`src/rtl/sdram_mon_pkg.sv`:
```
package sdram_mon_pkg;

    typedef enum logic [2:0] {
        CMD_IDLE  = 3'd0,
        CMD_NOP   = 3'd1,
        CMD_ACT   = 3'd2,
        CMD_RD    = 3'd3,
        CMD_WR    = 3'd4,
        CMD_PRE   = 3'd5,
        CMD_BST   = 3'd6,
        CMD_OTHER = 3'd7
    } cmd_e;

    typedef struct packed {
        logic rcd;
        logic rc;
        logic rrd;
        logic rp;
        logic ras;
        logic dal;
        logic reopen;
        logic ap_busy;
        logic ap_fp;
    } viol_t;

    function automatic int max_of(input int a, input int b);
        return (a > b) ? a : b;
    endfunction

    function automatic cmd_e decode_cmd(input logic cs_n, input logic ras_n,
                                        input logic cas_n, input logic we_n,
                                        input logic cke);
        if (!cke || cs_n) return CMD_IDLE;
        case ({ras_n, cas_n, we_n})
            3'b111:  return CMD_NOP;
            3'b011:  return CMD_ACT;
            3'b101:  return CMD_RD;
            3'b100:  return CMD_WR;
            3'b010:  return CMD_PRE;
            3'b110:  return CMD_BST;
            default: return CMD_OTHER;
        endcase
    endfunction

endpackage

```
`src/rtl/sdram_cmd_decode.sv`:
```
module sdram_cmd_decode
    import sdram_mon_pkg::*;
(
    input  logic cs_n,
    input  logic ras_n,
    input  logic cas_n,
    input  logic we_n,
    input  logic cke,
    output cmd_e cmd
);

    assign cmd = decode_cmd(cs_n, ras_n, cas_n, we_n, cke);

endmodule

```
`src/rtl/sdram_bank_track.sv`:
```
module sdram_bank_track #(
    parameter int CW     = 5,
    parameter int BL_EFF = 4,
    parameter int BW     = 2
) (
    input  logic          clk,
    input  logic          rst,
    input  logic          act,
    input  logic          pre,
    input  logic          ap_start,
    input  logic          ap_wr,
    output logic          open,
    output logic          busy,
    output logic [CW-1:0] act_age,
    output logic [CW-1:0] pre_age,
    output logic [CW-1:0] dal_age
);

    localparam logic [CW-1:0] SAT = {CW{1'b1}};
    localparam logic [BW-1:0] LOAD = BW'(BL_EFF - 1);

    logic [BW-1:0] rem;
    logic          wr_q;
    logic          close_ap;
    logic          wr_now;

    // the window's last beat is either the command itself (single beat) or rem==1
    assign close_ap = (ap_start && (BL_EFF == 1)) || (rem == BW'(1));
    assign wr_now   = ap_start ? ap_wr : wr_q;
    assign busy     = (rem != '0);

    always_ff @(posedge clk) begin
        if (rst) begin
            rem     <= '0;
            wr_q    <= 1'b0;
            open    <= 1'b0;
            act_age <= SAT;
            pre_age <= SAT;
            dal_age <= SAT;
        end else begin
            if (ap_start) wr_q <= ap_wr;

            if (ap_start && (BL_EFF > 1)) rem <= LOAD;
            else if (rem != '0)           rem <= rem - BW'(1);

            if (act)                open <= 1'b1;
            else if (pre || close_ap) open <= 1'b0;

            act_age <= act ? CW'(1) : ((act_age == SAT) ? SAT : act_age + CW'(1));

            if (pre || (close_ap && !wr_now)) pre_age <= CW'(1);
            else if (pre_age != SAT)          pre_age <= pre_age + CW'(1);

            if (close_ap && wr_now)  dal_age <= CW'(1);
            else if (dal_age != SAT) dal_age <= dal_age + CW'(1);
        end
    end

endmodule

```
`src/rtl/sdram_timing_monitor.sv`:
```
module sdram_timing_monitor
    import sdram_mon_pkg::*;
#(
    parameter int TRCD      = 3,
    parameter int TRC       = 9,
    parameter int TRRD      = 2,
    parameter int TRP       = 3,
    parameter int TRAS      = 6,
    parameter int TDPL      = 2,
    parameter int BURST_LEN = 4
) (
    input  logic       clk,
    input  logic       rst,
    input  logic       cs_n,
    input  logic       ras_n,
    input  logic       cas_n,
    input  logic       we_n,
    input  logic       cke,
    input  logic       ba,
    input  logic       a10,
    output logic [2:0] cmd_o,
    output logic       flag_rcd,
    output logic       flag_rc,
    output logic       flag_rrd,
    output logic       flag_rp,
    output logic       flag_ras,
    output logic       flag_dal,
    output logic       flag_reopen,
    output logic       flag_ap_busy,
    output logic       flag_ap_fullpage
);

    localparam bit FULL_PAGE = (BURST_LEN == 0);
    localparam int BL_EFF    = FULL_PAGE ? 1 : BURST_LEN;
    localparam int BW        = (BL_EFF > 1) ? $clog2(BL_EFF) : 1;
    localparam int TDAL      = TDPL + TRP;
    localparam int MAXT      = max_of(max_of(max_of(TRCD, TRC), max_of(TRRD, TRP)),
                                      max_of(TRAS, TDAL));
    localparam int CW        = $clog2(MAXT + 1) + 1;

    localparam logic [CW-1:0] LIM_RCD = CW'(TRCD);
    localparam logic [CW-1:0] LIM_RC  = CW'(TRC);
    localparam logic [CW-1:0] LIM_RRD = CW'(TRRD);
    localparam logic [CW-1:0] LIM_RP  = CW'(TRP);
    localparam logic [CW-1:0] LIM_RAS = CW'(TRAS);
    localparam logic [CW-1:0] LIM_DAL = CW'(TDAL);

    cmd_e cmd;
    logic is_act, is_rw, is_pre, any_busy;
    logic [1:0] open, busy, act_hit, pre_hit, ap_start;
    logic [1:0][CW-1:0] act_age, pre_age, dal_age;
    viol_t v;

    sdram_cmd_decode u_dec (
        .cs_n (cs_n), .ras_n(ras_n), .cas_n(cas_n), .we_n(we_n), .cke(cke),
        .cmd  (cmd)
    );

    assign is_act   = (cmd == CMD_ACT);
    assign is_rw    = (cmd == CMD_RD) || (cmd == CMD_WR);
    assign is_pre   = (cmd == CMD_PRE);
    assign any_busy = |busy;

    for (genvar b = 0; b < 2; b++) begin : g_bank
        assign act_hit[b]  = is_act && (ba == 1'(b));
        assign pre_hit[b]  = is_pre && (a10 || (ba == 1'(b))) && open[b];
        assign ap_start[b] = is_rw && a10 && !FULL_PAGE && !any_busy && (ba == 1'(b));

        sdram_bank_track #(.CW(CW), .BL_EFF(BL_EFF), .BW(BW)) u_bank (
            .clk     (clk),
            .rst     (rst),
            .act     (act_hit[b]),
            .pre     (pre_hit[b]),
            .ap_start(ap_start[b]),
            .ap_wr   (cmd == CMD_WR),
            .open    (open[b]),
            .busy    (busy[b]),
            .act_age (act_age[b]),
            .pre_age (pre_age[b]),
            .dal_age (dal_age[b])
        );
    end

    always_comb begin
        v = '0;
        if (is_act) begin
            v.reopen = open[ba];
            v.rc     = act_age[ba]  < LIM_RC;
            v.rrd    = act_age[~ba] < LIM_RRD;
            v.rp     = pre_age[ba]  < LIM_RP;
            v.dal    = dal_age[ba]  < LIM_DAL;
        end
        if (is_rw) begin
            v.rcd     = act_age[ba] < LIM_RCD;
            v.ap_busy = any_busy;
            v.ap_fp   = a10 && FULL_PAGE;
        end
        if (is_pre) begin
            v.ap_busy = any_busy;
            v.ras     = (pre_hit[0] && (act_age[0] < LIM_RAS)) ||
                        (pre_hit[1] && (act_age[1] < LIM_RAS));
        end
    end

    assign cmd_o            = cmd;
    assign flag_rcd         = v.rcd;
    assign flag_rc          = v.rc;
    assign flag_rrd         = v.rrd;
    assign flag_rp          = v.rp;
    assign flag_ras         = v.ras;
    assign flag_dal         = v.dal;
    assign flag_reopen      = v.reopen;
    assign flag_ap_busy     = v.ap_busy;
    assign flag_ap_fullpage = v.ap_fp;

endmodule

```
`config.mk`:
```
export PLATFORM = sky130hd
export DESIGN_NAME = sdram_timing_monitor
export DESIGN_NICKNAME = d
export VERILOG_FILES = /design/src/rtl/sdram_mon_pkg.sv /design/src/rtl/sdram_cmd_decode.sv /design/src/rtl/sdram_bank_track.sv /design/src/rtl/sdram_timing_monitor.sv
export SDC_FILE = /design/constraint.sdc
export NUM_CORES = 1
export LEC_CHECK = 0
export BUFFER_PORTS_ARGS = -buffer_cell sky130_fd_sc_hd__buf_2
export CELL_PAD_IN_SITES_DETAIL_PLACEMENT = 1
export CELL_PAD_IN_SITES_GLOBAL_PLACEMENT = 2
export CORE_ASPECT_RATIO = 0.7
export CORE_MARGIN = 5
export CORE_UTILIZATION = 38
export CTS_BUF_LIST = sky130_fd_sc_hd__clkbuf_8
export CTS_CLUSTER_SIZE = 14
export DETAILED_ROUTE_END_ITERATION = 6
export GPL_TIMING_DRIVEN = 0
export PLACE_DENSITY_LB_ADDON = 0.1
export RECOVER_POWER = 50
export SETUP_SLACK_MARGIN = 0.4
export SYNTH_ARGS = -nofsm -noshare
export SYNTH_HDL_FRONTEND = slang
export SYNTH_SLANG_ARGS = --single-unit
```
`constraint.sdc`:
```
create_clock -name clk -period 2.2 [get_ports clk]
set_clock_uncertainty 0.05 [all_clocks]
set_input_delay 0.11 -clock clk [delete_from_list [all_inputs] [get_ports clk]]
set_output_delay 0.11 -clock clk [all_outputs]
set_load 0.02 [all_outputs]
```
### Yosys cells after proc, flatten, opt, wreduce, memory -nomap -nowiden

Cells that the tools add are included.

* flip-flop bits (word level): 38
* logic and storage cells: 142
* output and inout bits: 12
* bits of input ports: 9

* bitwise gates (word level): 1
* reductions and logical operators: 46
* eq/ne operators: 18
* muxes and demuxes: 42
* magnitude comparators: 9
* $add $sub $neg: 8

Operators by type and width (count)
* 5-bit two-way mux: 20
* 5-bit by 1-bit adder with 5-bit output, second input constant: 6
* 5-bit inequality test, second input constant: 4
* 2-bit nonzero test: 10
* 3-bit == test, second input constant: 6
* 3-bit case mux with 6 select lines: 1
* 1-bit logical AND: 16
* 5-bit by 2-bit < comparator with 1-bit output, second input constant: 3
* 5-bit by 3-bit < comparator with 1-bit output, second input constant: 3
* 3-bit by 2-bit == test with 1-bit output, second input constant: 4
* 1-bit two-way mux: 12
* 2-bit two-way mux: 6
* 5-bit == test, second input constant: 2
* 2-bit OR reduction: 5
* 1-bit logical OR: 9
* 3-bit two-way mux: 3
* 3-bit OR reduction: 2
* 5-bit by 4-bit < comparator with 1-bit output, second input constant: 1
* 2-bit by 1-bit == test with 1-bit output, second input constant: 2
* 1-bit logical NOT: 4
* 1-bit by 2-bit < comparator with 1-bit output, second input constant: 2
* 2-bit by 1-bit subtractor with 2-bit output, second input constant: 2
* 1-bit inverter: 1

### Longest topological paths before layout

* depth after elaboration: 14
* mapped depth: 6
* gate-level depth less buffers: 6

### Hierarchy

Synthesis repeated with hierarchy kept, for this count alone.

* cell total of the unflattened synthesis: 248
* area total of the unflattened synthesis: 2167.1 um^2

Modules (own cells, without submodules)
* sdram_bank_track: times used 2, area an instance 883.3 um^2, seq. area each 380.4 um^2, cells an instance 91
* sdram_timing_monitor: times used 1, area an instance 335.3 um^2, seq. area each 0.0 um^2, cells an instance 57
* sdram_cmd_decode: times used 1, area an instance 65.1 um^2, seq. area each 0.0 um^2, cells an instance 9

### Worst setup path after synthesis

No wires, ideal clock.

* path kind: register -> register
* start point: register g_bank[0].u_bank.rem[0]
* end point: register g_bank[1].u_bank.pre_age[3]
* buffers on the path: 0
* setup time: 0.115 ns
* stages on the path, launching flop included: 7
* path slack: 0.380 ns
* data arrival time: 1.655 ns
* clock period less this slack: 1.820 ns
* data required time: 2.035 ns
* cells stage by stage: dfxtp_1 > inv_1 > ha_1 > and4_1 > and3_4 > or3b_4 > a31o_1

* longest elaborated chain between the ends: 10
* elaborated cells between the ends (all ways): 11
* those cells by class: mux: 2; reduce/logical: 9

Ends and longest elaborated chain
* start: declaration: line sdram_bank_track.sv:22 `logic [BW-1:0] rem;`
* start signal: assignment: line sdram_bank_track.sv:44 `else if (rem != '0) rem <= rem - BW'(1);`
* 2-bit nonzero test (*): line sdram_bank_track.sv:30 `assign busy = (rem != '0);`
* 2-bit OR reduction (*): line sdram_timing_monitor.sv:62 `assign any_busy = |busy;`
* 1-bit logical NOT (*): line sdram_timing_monitor.sv:67 `assign ap_start[b] = is_rw && a10 && !FULL_PAGE && !any_busy && (ba == 1'(b));`
* 1-bit logical AND (*) (2 in series): line sdram_timing_monitor.sv:67
* 1-bit two-way mux (*): line sdram_bank_track.sv:29 `assign wr_now = ap_start ? ap_wr : wr_q;`
* 1-bit logical NOT (*): line sdram_bank_track.sv:51 `if (pre || (close_ap && !wr_now)) pre_age <= CW'(1);`
* 1-bit logical AND (*): line sdram_bank_track.sv:51
* 1-bit logical OR (*): line sdram_bank_track.sv:51
* 5-bit two-way mux or 2-bit nonzero test (tied branches)
* end signal: assignment: line sdram_bank_track.sv:52 `else if (pre_age != SAT) pre_age <= pre_age + CW'(1);`
* end: declaration: line sdram_bank_track.sv:15 `output logic [CW-1:0] pre_age,`

Mark *: on every way between the ends. The rest lies on a longest branch, timed or not.
A chain may end at the register's enable or synchronous reset.

### Worst setup path after layout

* start point: register g_bank[0].u_bank.rem[1]
* end point: register g_bank[1].u_bank.pre_age[4]

The elaborated chain is that of the path after synthesis.

==> impl_metrics.env <==
export IMPL_holdCritPathClass="input port to flop"
export IMPL_synth_top_area_share_pct=36.4
export IMPL_outcome="finished, final reports clean"
export IMPL_clock_path_buffers=2
export IMPL_busiest_layer="met1"
export IMPL_grt_pass1_vias=1735
export IMPL_leakagePower_nw=0.948
export IMPL_fp_dieH_um=72.0
export IMPL_yosys_area_top_type="dfxtp_1"
export IMPL_max_cap_viol_count=0
export IMPL_synthTopCellsByArea="dfxtp_1 36%, ha_1 8.4%, a21oi_1 4.6%"
export IMPL_peakVddDrop_v=0.000570
export IMPL_synth_compound_area_share_pct=18.8
export IMPL_rrSetupSlack_ns=0.31
export IMPL_fin_nets=281
export IMPL_cp_end_kind="flop"
export IMPL_synthMuxAreaShare_pct=6.23
export IMPL_cp_required_ns=2.34
export IMPL_post_dp_hpwl_mm=3.85
export IMPL_cts_sinks=38
export IMPL_htreeDepth=2
export IMPL_syn_cell_area_um2=2090
export IMPL_core_area_um2=5290
export IMPL_drt_iter0_drc=20
export IMPL_layout_commonest_cell="dfxtp_1"
export IMPL_grt_usage_pct=15.4
export IMPL_synthAdderAreaFrac_pct=8.39
export IMPL_grt_max_degree=13
export IMPL_grt_util_met1_pct=22.3
export IMPL_fmax_ghz=0.529
export IMPL_start_util_pct=39.5
export IMPL_n_antenna_cell=0
export IMPL_drive_gt1_share_pct=25.5
export IMPL_slew_headroom_pct=56.8
export IMPL_num_rows=22
export IMPL_cts_hold_buffers=0
export IMPL_critPathKind="flop to flop"
export IMPL_critPathArrivalTime_ns=2.03
export IMPL_synth_xor_area_share_pct=7.97
export IMPL_cts_tree="yes"
export IMPL_layout_common_cells="32 x dfxtp_1, 16 x a21oi_1, 15 x nor2_1"
export IMPL_ys_seq_elements=38
export IMPL_synth_cells=226
export IMPL_setup_violations=0
export IMPL_p_per_area_nw_per_um2=1400
export IMPL_synth_distinct_cells=48
export IMPL_synth_fp_nets=249
export IMPL_synth_top_family_by_area="simple AND/OR/NAND/NOR gates"
export IMPL_port_buffers=18
export IMPL_syn_area_per_cell_um2=9.24
export IMPL_die_area_um2=7100
export IMPL_total_power_mw=3.51
export IMPL_die_w_um=98.6
export IMPL_fin_crit_sh_pct=85.9
export IMPL_globalRouteMet2Util_pct=21.9
export IMPL_synth_edf_count=0
export IMPL_drtPass1Iterations=4
export IMPL_routed_via_density=5.29
export IMPL_antenna_found_initial=0
export IMPL_tightest_slew_ns=0.648
export IMPL_routedWlPerCell_um=16.0
export IMPL_critPathMaxFanout=5
export IMPL_hold_viol_final=0
export IMPL_ioPinCount=21
export IMPL_grt_pass1_wl_mm=8.70
export IMPL_dr_total_vias=1751
export IMPL_place_congestion=0.728
export IMPL_rsz0062_at_grt="yes"
export IMPL_timing_final_ws_setup_ns=0.309
export IMPL_clk_pin_slew_ns=0.08
export IMPL_fin_tns_setup_ns=0
export IMPL_pre_cts_ws_ns=0.262
export IMPL_routed_wl_mm=5.31
export IMPL_area_delta_synth_final_pct=19.8
export IMPL_yosys_warnings=0
export IMPL_gr_total_overflow=0
export IMPL_cts_root_buffer="clkbuf_8"
export IMPL_drc_errors=0
export IMPL_ys_async_sr_fraction_pct=0
export IMPL_cts_buffers=5
export IMPL_start_kind="flop"
export IMPL_drv_slew=0
export IMPL_synth_ff_type="dfxtp_1"
export IMPL_ys_seq_area_share_pct=36.4
export IMPL_grtUsageMet3_pct=5.19
export IMPL_period_minus_slack_ns=1.89
export IMPL_synthSimpleGateAreaFrac_pct=18.9
export IMPL_clk_latency_ns=0.30
export IMPL_drtAntennaViolNets=0
==> cell families (layout without fill, tap and decap cells) <==
family | Yosys count | in the layout
AO/OA/AOI/OAI | 60 | 60
XOR/XNOR | 19 | 19
adder cells (fa/ha/maj) | 14 | 14
buffers and inverters | 16 | 49
flip-flops | 38 | 38
multiplexers | 12 | 12
other | 1 | 1
AND/OR/NAND/NOR | 66 | 66
==> sequential cells by signal, indices dropped and copies added, names as in the netlist <==
signal,count
g_bank.u_bank.pre_age,10
g_bank.u_bank.rem,4
g_bank.u_bank.wr_q,2
g_bank.u_bank.dal_age,10
g_bank.u_bank.open,2
g_bank.u_bank.act_age,10
==> final cells by class <==
type,count,area [µm²]
Clock inverter,2,12.5
Clock buffer,6,82.6
Buffer,8,41.3
Inverter,8,30.0
Multi-Input combinational cell,172,1340
Sequential cell,38,768
Fill cell,637,2780
Timing Repair Buffer,25,141
Tap cell,72,90.1
==> per-layer routing <==
metal / routed length (µm) / share of wire [%] / vias to the layer above
li1: - / - / 894
met1: 2840 / 54 / 829
met2: 2250 / 42 / 26
met3: 179 / 3.4 / 2
met4: 28 / 0.53 / 0
met5: 0 / 0 / -
==> per-stage QoR <==
stage	cell area (µm²)	util [%]	hold slack, ns	instances
6_report	2500	47.3	0.173	331
5_1_grt	2500	47.3	0.202	331
4_1_cts	2400	45.4	0.171	324
3_5_place_dp	2270	43.0	0.389	316
3_3_place_gp	2270	43.0	0.389	316
2_1_floorplan	2090	-	0.249	226
==> final timing paths <==
path | start | end | cells past startpoint
worst max register to register | g_bank[0].u_bank.rem[1] | g_bank[1].u_bank.pre_age[4] | 6
worst max-delay path | g_bank[0].u_bank.rem[1] | g_bank[1].u_bank.pre_age[4] | 6
worst min-delay path | rst | g_bank[0].u_bank.dal_age[3] | 3
worst min register to register | g_bank[1].u_bank.act_age[0] | g_bank[1].u_bank.act_age[0] | 1
==> synthesized netlist by cell type (6+ instances only) <==
| cell type | count |
|---|---|
| a21oi_1 | 19 |
| inv_1 | 8 |
| mux2_2 | 8 |
| o21ai_0 | 10 |
| clkbuf_1 | 6 |
| nand3_1 | 7 |
| ha_1 | 14 |
| dfxtp_1 | 38 |
| xnor2_1 | 10 |
| nand2_1 | 7 |
| xor2_1 | 9 |
| a21o_1 | 7 |
| nor2_1 | 15 |
==> where the power goes <==
group	internal [mW]	switching [mW]	leakage, nW
Sequential	0.965	0.275	0.315
Clock	0.252	0.265	0.0472
Combinational	0.981	0.772	0.586
==> timing repair <==
item                                    4_1_cts  5_1_grt
endpoints found under the setup margin       14       18
hold endpoints to repair                      0        0
gates cloned                                  0        0
setup buffers                                 0        7
resized for setup                             9       28
pin swaps                                     1        7
==> worst max-delay path: stages, from the launching register on <==
cell	delay [ns]
dfxtp_1	0.31
inv_1	0.06
ha_1	0.26
and4_1	0.26
and3_4	0.19
or3b_4	0.43
a31o_1	0.22
(Power assumes the default switching activity.)
